**src/rtl/bitproc_pkg.sv**
```systemverilog
// Package for the single-bit boolean processor.
// Holds the opcode values, the decoded operation kinds and the sequencer states.
package bitproc_pkg;

    localparam logic [7:0] OPC_SET_BIT  = 8'hD2;
    localparam logic [7:0] OPC_CLR_BIT  = 8'hC2;
    localparam logic [7:0] OPC_INV_BIT  = 8'hB2;
    localparam logic [7:0] OPC_AND_C    = 8'h82;
    localparam logic [7:0] OPC_ANDN_C   = 8'hB0;
    localparam logic [7:0] OPC_OR_C     = 8'h72;
    localparam logic [7:0] OPC_ORN_C    = 8'hA0;
    localparam logic [7:0] OPC_BIT_TO_C = 8'hA2;
    localparam logic [7:0] OPC_C_TO_BIT = 8'h92;
    localparam logic [7:0] OPC_CLR_C    = 8'hC3;
    localparam logic [7:0] OPC_SET_C    = 8'hD3;
    localparam logic [7:0] OPC_INV_C    = 8'hB3;

    typedef enum logic [3:0] {
        K_SET_BIT, K_CLR_BIT, K_INV_BIT,
        K_AND_C, K_ANDN_C, K_OR_C, K_ORN_C,
        K_BIT_TO_C, K_C_TO_BIT,
        K_CLR_C, K_SET_C, K_INV_C,
        K_NONE
    } op_kind_e;

    typedef enum logic [2:0] {
        ST_IDLE, ST_READ, ST_MODIFY, ST_WRITE, ST_DONE, ST_REFUSE
    } seq_state_e;

endpackage

```
**src/rtl/bitproc_decode.sv**
```systemverilog
// Opcode decoder.
// Maps an opcode byte to an operation kind and reports whether the opcode is
// known, whether it uses a memory bit, and whether it writes that bit back.
// Assumes a purely combinational use; the caller registers the results.
module bitproc_decode
    import bitproc_pkg::*;
(
    input  logic [7:0] opcode,
    output op_kind_e   kind,
    output logic       known,
    output logic       uses_mem,
    output logic       writes_mem
);

    // Translate the opcode into an operation kind.
    always_comb begin
        unique case (opcode)
            OPC_SET_BIT:  kind = K_SET_BIT;
            OPC_CLR_BIT:  kind = K_CLR_BIT;
            OPC_INV_BIT:  kind = K_INV_BIT;
            OPC_AND_C:    kind = K_AND_C;
            OPC_ANDN_C:   kind = K_ANDN_C;
            OPC_OR_C:     kind = K_OR_C;
            OPC_ORN_C:    kind = K_ORN_C;
            OPC_BIT_TO_C: kind = K_BIT_TO_C;
            OPC_C_TO_BIT: kind = K_C_TO_BIT;
            OPC_CLR_C:    kind = K_CLR_C;
            OPC_SET_C:    kind = K_SET_C;
            OPC_INV_C:    kind = K_INV_C;
            default:      kind = K_NONE;
        endcase
    end

    // Derive the operand-use attributes from the kind.
    always_comb begin
        known      = (kind != K_NONE);
        uses_mem   = known && !(kind inside {K_CLR_C, K_SET_C, K_INV_C});
        writes_mem = kind inside {K_SET_BIT, K_CLR_BIT, K_INV_BIT, K_C_TO_BIT};
    end

endmodule

```
**src/rtl/bitproc_alu.sv**
```systemverilog
// Single-bit operation unit.
// Picks one bit out of the byte that was read, applies the operation, and
// returns the merged byte and the next carry. Only the lane at bit_pos can
// differ from rd_byte. Carry passes through unless carry is the destination.
module bitproc_alu
    import bitproc_pkg::*;
#(
    parameter int BYTE_W = 8,
    localparam int POS_W = $clog2(BYTE_W)
) (
    input  op_kind_e          kind,
    input  logic [BYTE_W-1:0] rd_byte,
    input  logic [POS_W-1:0]  bit_pos,
    input  logic              carry_in,
    output logic [BYTE_W-1:0] wr_byte,
    output logic              carry_out
);

    logic src_bit;
    logic new_bit;

    assign src_bit = rd_byte[bit_pos];

    // Compute the destination bit and the next carry value.
    always_comb begin
        new_bit   = src_bit;
        carry_out = carry_in;
        unique case (kind)
            K_SET_BIT:  new_bit   = 1'b1;
            K_CLR_BIT:  new_bit   = 1'b0;
            K_INV_BIT:  new_bit   = ~src_bit;
            K_C_TO_BIT: new_bit   = carry_in;
            K_AND_C:    carry_out = carry_in & src_bit;
            K_ANDN_C:   carry_out = carry_in & ~src_bit;
            K_OR_C:     carry_out = carry_in | src_bit;
            K_ORN_C:    carry_out = carry_in | ~src_bit;
            K_BIT_TO_C: carry_out = src_bit;
            K_CLR_C:    carry_out = 1'b0;
            K_SET_C:    carry_out = 1'b1;
            K_INV_C:    carry_out = ~carry_in;
            default:    carry_out = carry_in;
        endcase
    end

    // Merge the new bit into its lane; every other lane keeps the read value.
    for (genvar g = 0; g < BYTE_W; g++) begin : g_lane
        assign wr_byte[g] = (bit_pos == POS_W'(g)) ? new_bit : rd_byte[g];
    end

endmodule

```
**src/rtl/bitproc_core.sv**
```systemverilog
// Single-bit boolean processor, top level.
// Takes one opcode/address pair per handshake, checks it, and runs a fixed
// sequence: read, modify, write, done. Refused instructions take one cycle.
// Assumes memory returns read data on the cycle after the read strobe.
module bitproc_core
    import bitproc_pkg::*;
#(
    parameter logic [7:0] REGION_BASE  = 8'h20,
    parameter int         REGION_BYTES = 16,
    localparam int        IDX_W        = $clog2(REGION_BYTES),
    localparam int        BIT_LIMIT    = REGION_BYTES * 8
) (
    input  logic       clk,
    input  logic       rst_n,
    input  logic       ins_valid,
    output logic       ins_ready,
    input  logic [7:0] ins_opcode,
    input  logic [7:0] ins_addr,
    output logic       mem_rd_en,
    output logic       mem_wr_en,
    output logic [7:0] mem_addr,
    output logic [7:0] mem_wdata,
    input  logic [7:0] mem_rdata,
    output logic       carry_o,
    output logic       done,
    output logic       err
);

    seq_state_e state_q;
    op_kind_e   dec_kind, kind_q;
    logic       dec_known, dec_uses_mem, dec_writes_mem;
    logic       uses_mem_q, writes_mem_q;
    logic [2:0] pos_q;
    logic [7:0] byte_addr_q;
    logic [7:0] wbyte_q;
    logic       carry_q;
    logic [7:0] alu_byte;
    logic       alu_carry;
    logic       addr_out_of_range;
    logic       refuse;
    logic       accept;

    bitproc_decode u_decode (
        .opcode     (ins_opcode),
        .kind       (dec_kind),
        .known      (dec_known),
        .uses_mem   (dec_uses_mem),
        .writes_mem (dec_writes_mem)
    );

    bitproc_alu #(.BYTE_W(8)) u_alu (
        .kind      (kind_q),
        .rd_byte   (mem_rdata),
        .bit_pos   (pos_q),
        .carry_in  (carry_q),
        .wr_byte   (alu_byte),
        .carry_out (alu_carry)
    );

    // Decide at the handshake whether the instruction is refused.
    always_comb begin
        accept            = ins_valid && (state_q == ST_IDLE);
        addr_out_of_range = ({1'b0, ins_addr} >= 9'(BIT_LIMIT));
        refuse            = !dec_known || (dec_uses_mem && addr_out_of_range);
    end

    // Sequencer: idle, then read/modify/write/done, or a single refuse cycle.
    always_ff @(posedge clk) begin
        if (!rst_n) begin
            state_q <= ST_IDLE;
        end else begin
            unique case (state_q)
                ST_IDLE:   if (accept) state_q <= refuse ? ST_REFUSE : ST_READ;
                ST_READ:   state_q <= ST_MODIFY;
                ST_MODIFY: state_q <= ST_WRITE;
                ST_WRITE:  state_q <= ST_DONE;
                default:   state_q <= ST_IDLE;
            endcase
        end
    end

    // Capture the decoded instruction and the byte address at acceptance.
    always_ff @(posedge clk) begin
        if (!rst_n) begin
            kind_q       <= K_NONE;
            uses_mem_q   <= 1'b0;
            writes_mem_q <= 1'b0;
            pos_q        <= '0;
            byte_addr_q  <= REGION_BASE;
        end else if (accept && !refuse) begin
            kind_q       <= dec_kind;
            uses_mem_q   <= dec_uses_mem;
            writes_mem_q <= dec_writes_mem;
            pos_q        <= ins_addr[2:0];
            byte_addr_q  <= REGION_BASE + 8'(ins_addr[3 +: IDX_W]);
        end
    end

    // Hold the merged byte and update carry at the end of the modify cycle.
    always_ff @(posedge clk) begin
        if (!rst_n) begin
            wbyte_q <= '0;
            carry_q <= 1'b0;
        end else if (state_q == ST_MODIFY) begin
            wbyte_q <= alu_byte;
            carry_q <= alu_carry;
        end
    end

    // Drive the outputs from the sequencer state.
    always_comb begin
        ins_ready = (state_q == ST_IDLE);
        mem_rd_en = (state_q == ST_READ) && uses_mem_q;
        mem_wr_en = (state_q == ST_WRITE) && writes_mem_q;
        mem_addr  = byte_addr_q;
        mem_wdata = wbyte_q;
        carry_o   = carry_q;
        done      = (state_q == ST_DONE);
        err       = (state_q == ST_REFUSE);
    end

endmodule

```
**config.mk**
```make
export PLATFORM = sky130hd
export DESIGN_NAME = bitproc_core
export DESIGN_NICKNAME = d
export VERILOG_FILES = /design/src/rtl/bitproc_pkg.sv /design/src/rtl/bitproc_decode.sv /design/src/rtl/bitproc_alu.sv /design/src/rtl/bitproc_core.sv
export SDC_FILE = /design/constraint.sdc
export NUM_CORES = 1
export LEC_CHECK = 0
export ABC_AREA = 1
export BUFFER_PORTS_ARGS = -buffer_cell sky130_fd_sc_hd__buf_4
export CAP_MARGIN = 20
export CORE_MARGIN = 5
export CORE_UTILIZATION = 47
export CTS_BUF_LIST = sky130_fd_sc_hd__clkbuf_8
export CTS_CLUSTER_SIZE = 28
export DETAILED_ROUTE_END_ITERATION = 6
export PLACE_DENSITY = 0.86
export REMOVE_ABC_BUFFERS = 1
export SLEW_MARGIN = 20
export SYNTH_ARGS = -nofsm -noshare
export SYNTH_HDL_FRONTEND = slang
export SYNTH_SLANG_ARGS = --single-unit
```
**constraint.sdc**
```tcl
create_clock -name clk -period 1.5 [get_ports clk]
set_input_delay 0.15 -clock clk [delete_from_list [all_inputs] [get_ports clk]]
set_output_delay 0.15 -clock clk [all_outputs]
set_load 0.005 [all_outputs]
```
After elaboration in Yosys (flattened, before gate mapping)
Index checks and enable logic that the tools add are counted.
Widths: inputs -> output; s select.
{"block": "totals", "out_inout_bits": 22, "rom_bits": 0, "wordCells": 94, "mem_count": 0, "latch_bits": 0, "ramBits": 0, "ff_bits": 29}
{"block": "classes", "eq_ne": 43, "n_div": 0, "bitwise": 6, "n_shift": 0, "mux": 16, "addsub": 1, "order_cmp": 2, "n_reduce_logical": 18, "n_mul": 0}
{"op": "$eq 8x8->1 const B", "n": 11}
{"op": "$pmux 4 s12", "n": 1}
{"op": "$eq 4x4->1 const B", "n": 8}
{"op": "$eq 3x3->1 const B", "n": 6}
{"op": "$eq 4x3->1 const B", "n": 4}
{"op": "$eq 3x2->1 const B", "n": 4}
{"op": "$eq 4x2->1 const B", "n": 3}
{"op": "$pmux 3 s4", "n": 1}
{"op": "$mux 1", "n": 9}
{"op": "$eq 4x1->1 const B", "n": 2}
{"op": "$eq 8x7->1 const B", "n": 1}
{"op": "$ge 8x8->1 const B", "n": 1}
{"op": "$logic_not 4->1", "n": 2}
{"op": "$pmux 1 s8", "n": 1}
{"op": "$reduce_bool 8->1", "n": 1}
{"op": "$add 6x4->7 const A", "n": 1}
{"op": "$eq 3x1->1 const B", "n": 2}
{"op": "$logic_and 1x1->1", "n": 6}
{"op": "$logic_not 3->1", "n": 2}
{"op": "$mux 3", "n": 2}
{"op": "$lt 3x4->1 const B", "n": 1}
{"op": "$ne 4x4->1 const B", "n": 1}
{"op": "$pmux 1 s4", "n": 1}
{"op": "$reduce_bool 4->1", "n": 1}
{"op": "other kinds (9)", "n": 14}

Logic depth before layout (Yosys ltp)
{"block": "depth", "depth_word": 11, "depth_mapped": 13}

By module
A second synthesis with hierarchy kept.
{"block": "unflattened", "cells_unflattened": 309, "hier_area_um2": 1835.5}
{"module": "bitproc_core", "instances": 1, "cells_each": 148, "area_per_inst_um2": 1034.7}
{"module": "bitproc_alu", "instances": 1, "cells_each": 104, "area_per_inst_um2": 510.5}
{"module": "bitproc_decode", "instances": 1, "cells_each": 57, "area_per_inst_um2": 290.3}

Worst setup path after synthesis
Ideal clock, no wire load.
{"block": "synth_path", "path_kind": "flip-flop to flip-flop", "from": "reg pos_q[0]", "to": "reg wbyte_q[3], in the netlist mem_wdata[3]", "path_slack_ns": 0.057, "t_arrival_ns": 1.311, "setup_time_ns": 0.132, "t_required_ns": 1.368, "path_stages_with_launch": 12, "path_cell_list": "dfxtp_1 > buf_2 > inv_2 > nand2_1 > nand2_1 > nand2_1 > nand3_1 > nand2_1 > o21ai_2 > nand3_1 > nand2_1 > a21oi_1"}
{"block": "synth_between", "elab_chain_len": 5, "elab_cells_between_ends": 6, "classes_between": "eq/ne: 1; mux: 4; bitwise: 1"}
{"element": "start: declaration", "line_no": "bitproc_core.sv:33", "text": "logic [2:0] pos_q;"}
{"element": "start signal: assignment", "line_no": "bitproc_core.sv:94", "text": "pos_q <= ins_addr[2:0];"}
{"element": "$bmux 1 s3", "line_no": "bitproc_alu.sv:22", "text": "assign src_bit = rd_byte[bit_pos];"}
{"element": "$mux 1 (implied by the code)", "line_no": "bitproc_alu.sv:22"}
{"element": "$not 1->1", "line_no": "bitproc_alu.sv:31", "text": "K_INV_BIT: new_bit = ~src_bit;"}
{"element": "$pmux 1 s4", "line_no": "bitproc_alu.sv:28", "text": "unique case (kind)"}
{"element": "$mux 1 *", "line_no": "bitproc_alu.sv:47", "text": "assign wr_byte[g] = (bit_pos == POS_W'(g)) ? new_bit : rd_byte[g];"}
{"element": "end signal: assignment", "line_no": "bitproc_core.sv:105", "text": "wbyte_q <= alu_byte;"}
{"element": "end: declaration", "line_no": "bitproc_core.sv:35", "text": "logic [7:0] wbyte_q;"}
Mark *: on every way between the ends. The rest lies on a longest branch, timed or not. The select of a mux whose other input is x is not followed.
A chain may end at the register's enable or synchronous reset.

Final worst setup path
{"block": "layout_path", "from": "reg pos_q[0]", "to": "reg carry_q, in the netlist carry_o"}
{"block": "layout_between", "elab_chain_len": 5, "elab_cells_between_ends": 8, "classes_between": "mux: 3; bitwise: 5"}
{"element": "$bmux 1 s3 *", "line_no": "bitproc_alu.sv:22"}
{"element": "$mux 1 (implied by the code) *", "line_no": "bitproc_alu.sv:22"}
{"element": "$not 1->1", "line_no": "bitproc_alu.sv:34, bitproc_alu.sv:36"}
{"element": "$or 1x1->1 / $and 1x1->1 (equally long branches)", "line_no": "bitproc_alu.sv:36, bitproc_alu.sv:34"}
{"element": "$pmux 1 s8 *", "line_no": "bitproc_alu.sv:28"}
{"element": "end signal: assignment", "line_no": "bitproc_core.sv:106", "text": "carry_q <= alu_carry;"}
{"element": "end: declaration", "line_no": "bitproc_core.sv:36", "text": "logic carry_q;"}
Marked as above.

==> results.yml <==
outcome:
  status: "finished, final reports clean"
clock_tree:
  cts_num_sinks: 25
  path_clk_slew_ns: 0.09
  clock_path_buffers: 2
  htree_levels: 1
  clk-insertion-delay-late_ns: 0.27
  cts_root_buffer: "clkbuf_8"
  cts_tree: "done"
  cts_buffers: 3
  hold_buffers: 0
power:
  p_comb_share_pct: 34.5
  p_leak_nw: 1.06
  intPower_mw: 1.17
  p_per_area_nw_per_um2: 747
  power.switching_mw: 0.570
  power_mw: 1.74
  p_seq_share_pct: 42.9
  switching_share_pct: 32.8
  p_clk_share_pct: 22.6
  ir_worst_vdd_mv: 0.525
sta:
  finalClockSkew_ns: 0.00658
  rsz0062_at_grt: "yes"
  worstMarginPinSlew_ns: 0.536
  finalCriticalPeriod_ns: 1.46
  final-hold-violation-count: 0
  setup_viol: 0
  max_freq_mhz: 687
  period_share_pct: 97.1
  relSlewSlack_pct: 64.3
  slew_viol_final: 0
  fin_ws_ns: 0.0437
setup_path:
  cpPeakStageDelay_ns: 0.39
  critical_path_class: "reg2reg"
  crit_path_frequent_cell: "nand2_1"
  reg2reg_from: "pos_q[0]$_SDFFE_PN0P_"
  cp_slowest_cell: "dfxtp_4"
  worstSetupEndpointType: "flop"
  cp_top_family: "simple AND/OR/NAND/NOR gates"
  cp.required_ns: 1.67
  setup.worst_path.start: "pos_q[0]$_SDFFE_PN0P_"
  arrival_ns: 1.62
  cp_num_buf_inv: 2
  cp_max_fo: 8
  critPathLaunchType: "flop"
  crit_chain: "inv_4 -> nand2_1 -> nand2_1 -> nand2_1 -> nand3_2 -> nand2_4 -> buf_6 -> nand2_1 -> nand3_1 -> nand2_1 -> nand3_1 -> nor2_1 -> nor2_1"
place:
  hpwl_mm: 3.38
  place_ws_ns: -0.0208
  io_buffer_count: 44
  dpl.cell_count: 375
  gp_congestion: 0.901
detailed_routing:
  viasPerCell: 5.19
  drc: 0
  first_iter_violations: 133
  routedWlPerCell_um: 12.2
  dr.pass1.iters: 4
  drtAntennaViolNets: 0
  drt-total-wl_mm: 4.64
  vias: 1979
synthesis:
  synthTopCellsByCount: "70 x nand2_1, 36 x nor2_1, 25 x dfxtp_1, 25 x inv_1, 22 x nand3_1"
  yosysMostFrequentCell: "nand2_1"
  synthCells: 280
  ys_ff_latch: 25
  avgSynthCellArea_um2: 6.29
  ys.flop_type: "dfxtp_1"
  synth_top_family_by_area: "simple AND/OR/NAND/NOR gates"
  synth_adder_area_share_pct: 0
  ys_seq_area_share_pct: 28.4
  synth_area_leaders: "dfxtp_1 28%, nand2_1 15%, nor2_1 7.7%, nand3_1 6.3%, a21oi_1 5.4%"
  synth_area_um2: 1760
  synth.distinct_cells: 34
  synthMuxAreaShare_pct: 0
  synthSimpleGateAreaFrac_pct: 48.0
  synth_edf_count: 0
  async_reset_ff_share_pct: 0
  synth_xor_area_share_pct: 0
  synth-compound-area-share_pct: 11.7
  yosysTopAreaCell: "dfxtp_1"
  ys_warn_count: 0
  synth_top_area_share_pct: 28.4
grt:
  track_usage_pct: 17.2
  grt_max_degree: 17
  antenna_found_initial: 0
  grt_pass1_vias: 1785
  grt_overflow_total: 0
  grt_pass1_wl_mm: 7.40
cells_and_area:
  antenna_cells: 0
  fin_cells: 381
  layout-drive-gt1-share_pct: 33.9
  layout.nets: 361
  synthToLayoutAreaGrowth_pct: 32.2
die:
  dieArea_um2: 5070
  core_um2: 3630
  io_pins: 49
  die_w_um: 71.2
  die_h_um: 71.2
  initial_core_util_pct: 48.5
  core.rowCount: 22
min_path:
  hp-class: "in2reg"
  holdCritStartpoint: "ins_addr[0]"
run:
  cap_violations: 0
## through the flow
stage               instance area, µm²  utilization [%]  hold slack, ns  TNS [ns]
global route                      2330             64.0           0.115    -0.166
finish                            2330             64.0           0.102         0
CTS                               2220             61.2           0.101         0
global placement                  2180             59.9           0.380         0
detailed placement                2180             59.9           0.384   -0.0868
floorplan                         1690                -           0.235     -1.50
## kinds of logic after synthesis
| group | after synthesis |
|---|---|
| other | 2 |
| flip-flops | 25 |
| AND/OR/NAND/NOR | 172 |
| AO/OA/AOI/OAI | 36 |
| buffers and inverters | 45 |
## per-layer routing
metal  vias up  share of wire (%)  track usage, %
li1       1011                  -               -
met1       896                 42            22.7
met2        64                 51            28.6
met3         8                5.4            2.70
met4         0                1.4            5.64
met5         -                  0               0
## tightest hold or removal path, delay by kind of cell
kind | cells | cell delay, ns
and+or+nand+nor | 2 | 0.11
buffers and inverters | 1 | 0.09
## registers in the layout (all words and copies together) (netlist names)
signal and cells:
mem_wdata 8, kind_q 4, mem_addr 4, pos_q 3
state_q 3, carry_o 1, uses_mem_q 1, writes_mem_q 1
## worst paths after layout
check	endpoint	slack, ns	depth (start not counted)
setup / recovery	carry_o$_SDFFE_PN0P_	0.04	13
hold / removal	pos_q[0]$_SDFFE_PN0P_	0.10	3
setup reg to reg	carry_o$_SDFFE_PN0P_	0.04	13
hold reg to reg	mem_addr[3]$_SDFFE_PN0P_	0.46	2
## placed cells by master, fill, tap and decap left out, types with 2 or more instances in the layout
cell,count
nor2_1,33
inv_1,25
dfxtp_2,2
o21a_1,5
dfxtp_1,22
nand2_2,9
clkbuf_8,3
nor2_4,3
nor3_2,2
buf_6,3
a21oi_1,18
nand3_2,5
inv_2,8
o21ai_2,2
nand3_1,19
nor2_2,10
nand2_1,64
nand3_4,3
o21ai_0,6
nand4_1,13
conb_1,4
nor3_1,4
buf_4,55
## layout make-up
type	count	area, µm²
Tap cell	48	60.1
Inverter	33	126
Multi-Input combinational cell	213	1140
Sequential cell	25	507
Clock inverter	1	3.75
Fill cell	340	1310
Clock buffer	3	41.3
Timing Repair Buffer	58	447
## power by group through the flow
stage / Sequential, mW / Combinational, mW / Clock, mW
finish: 0.746 / 0.600 / 0.392
global route: 0.753 / 0.670 / 0.425
CTS: 0.747 / 0.561 / 0.403
detailed placement: 0.762 / 0.559 / 0
global placement: 0.760 / 0.546 / 0
floorplan: 0.765 / 0.275 / 0
## timing repair
item                                    in CTS  in global routing
endpoints found under the setup margin       9                 21
pin swaps                                    0                  8
gates cloned                                 0                  1
setup buffers                                0                  1
gates resized for setup                      1                 26
Power figures use the tool's default switching activity.
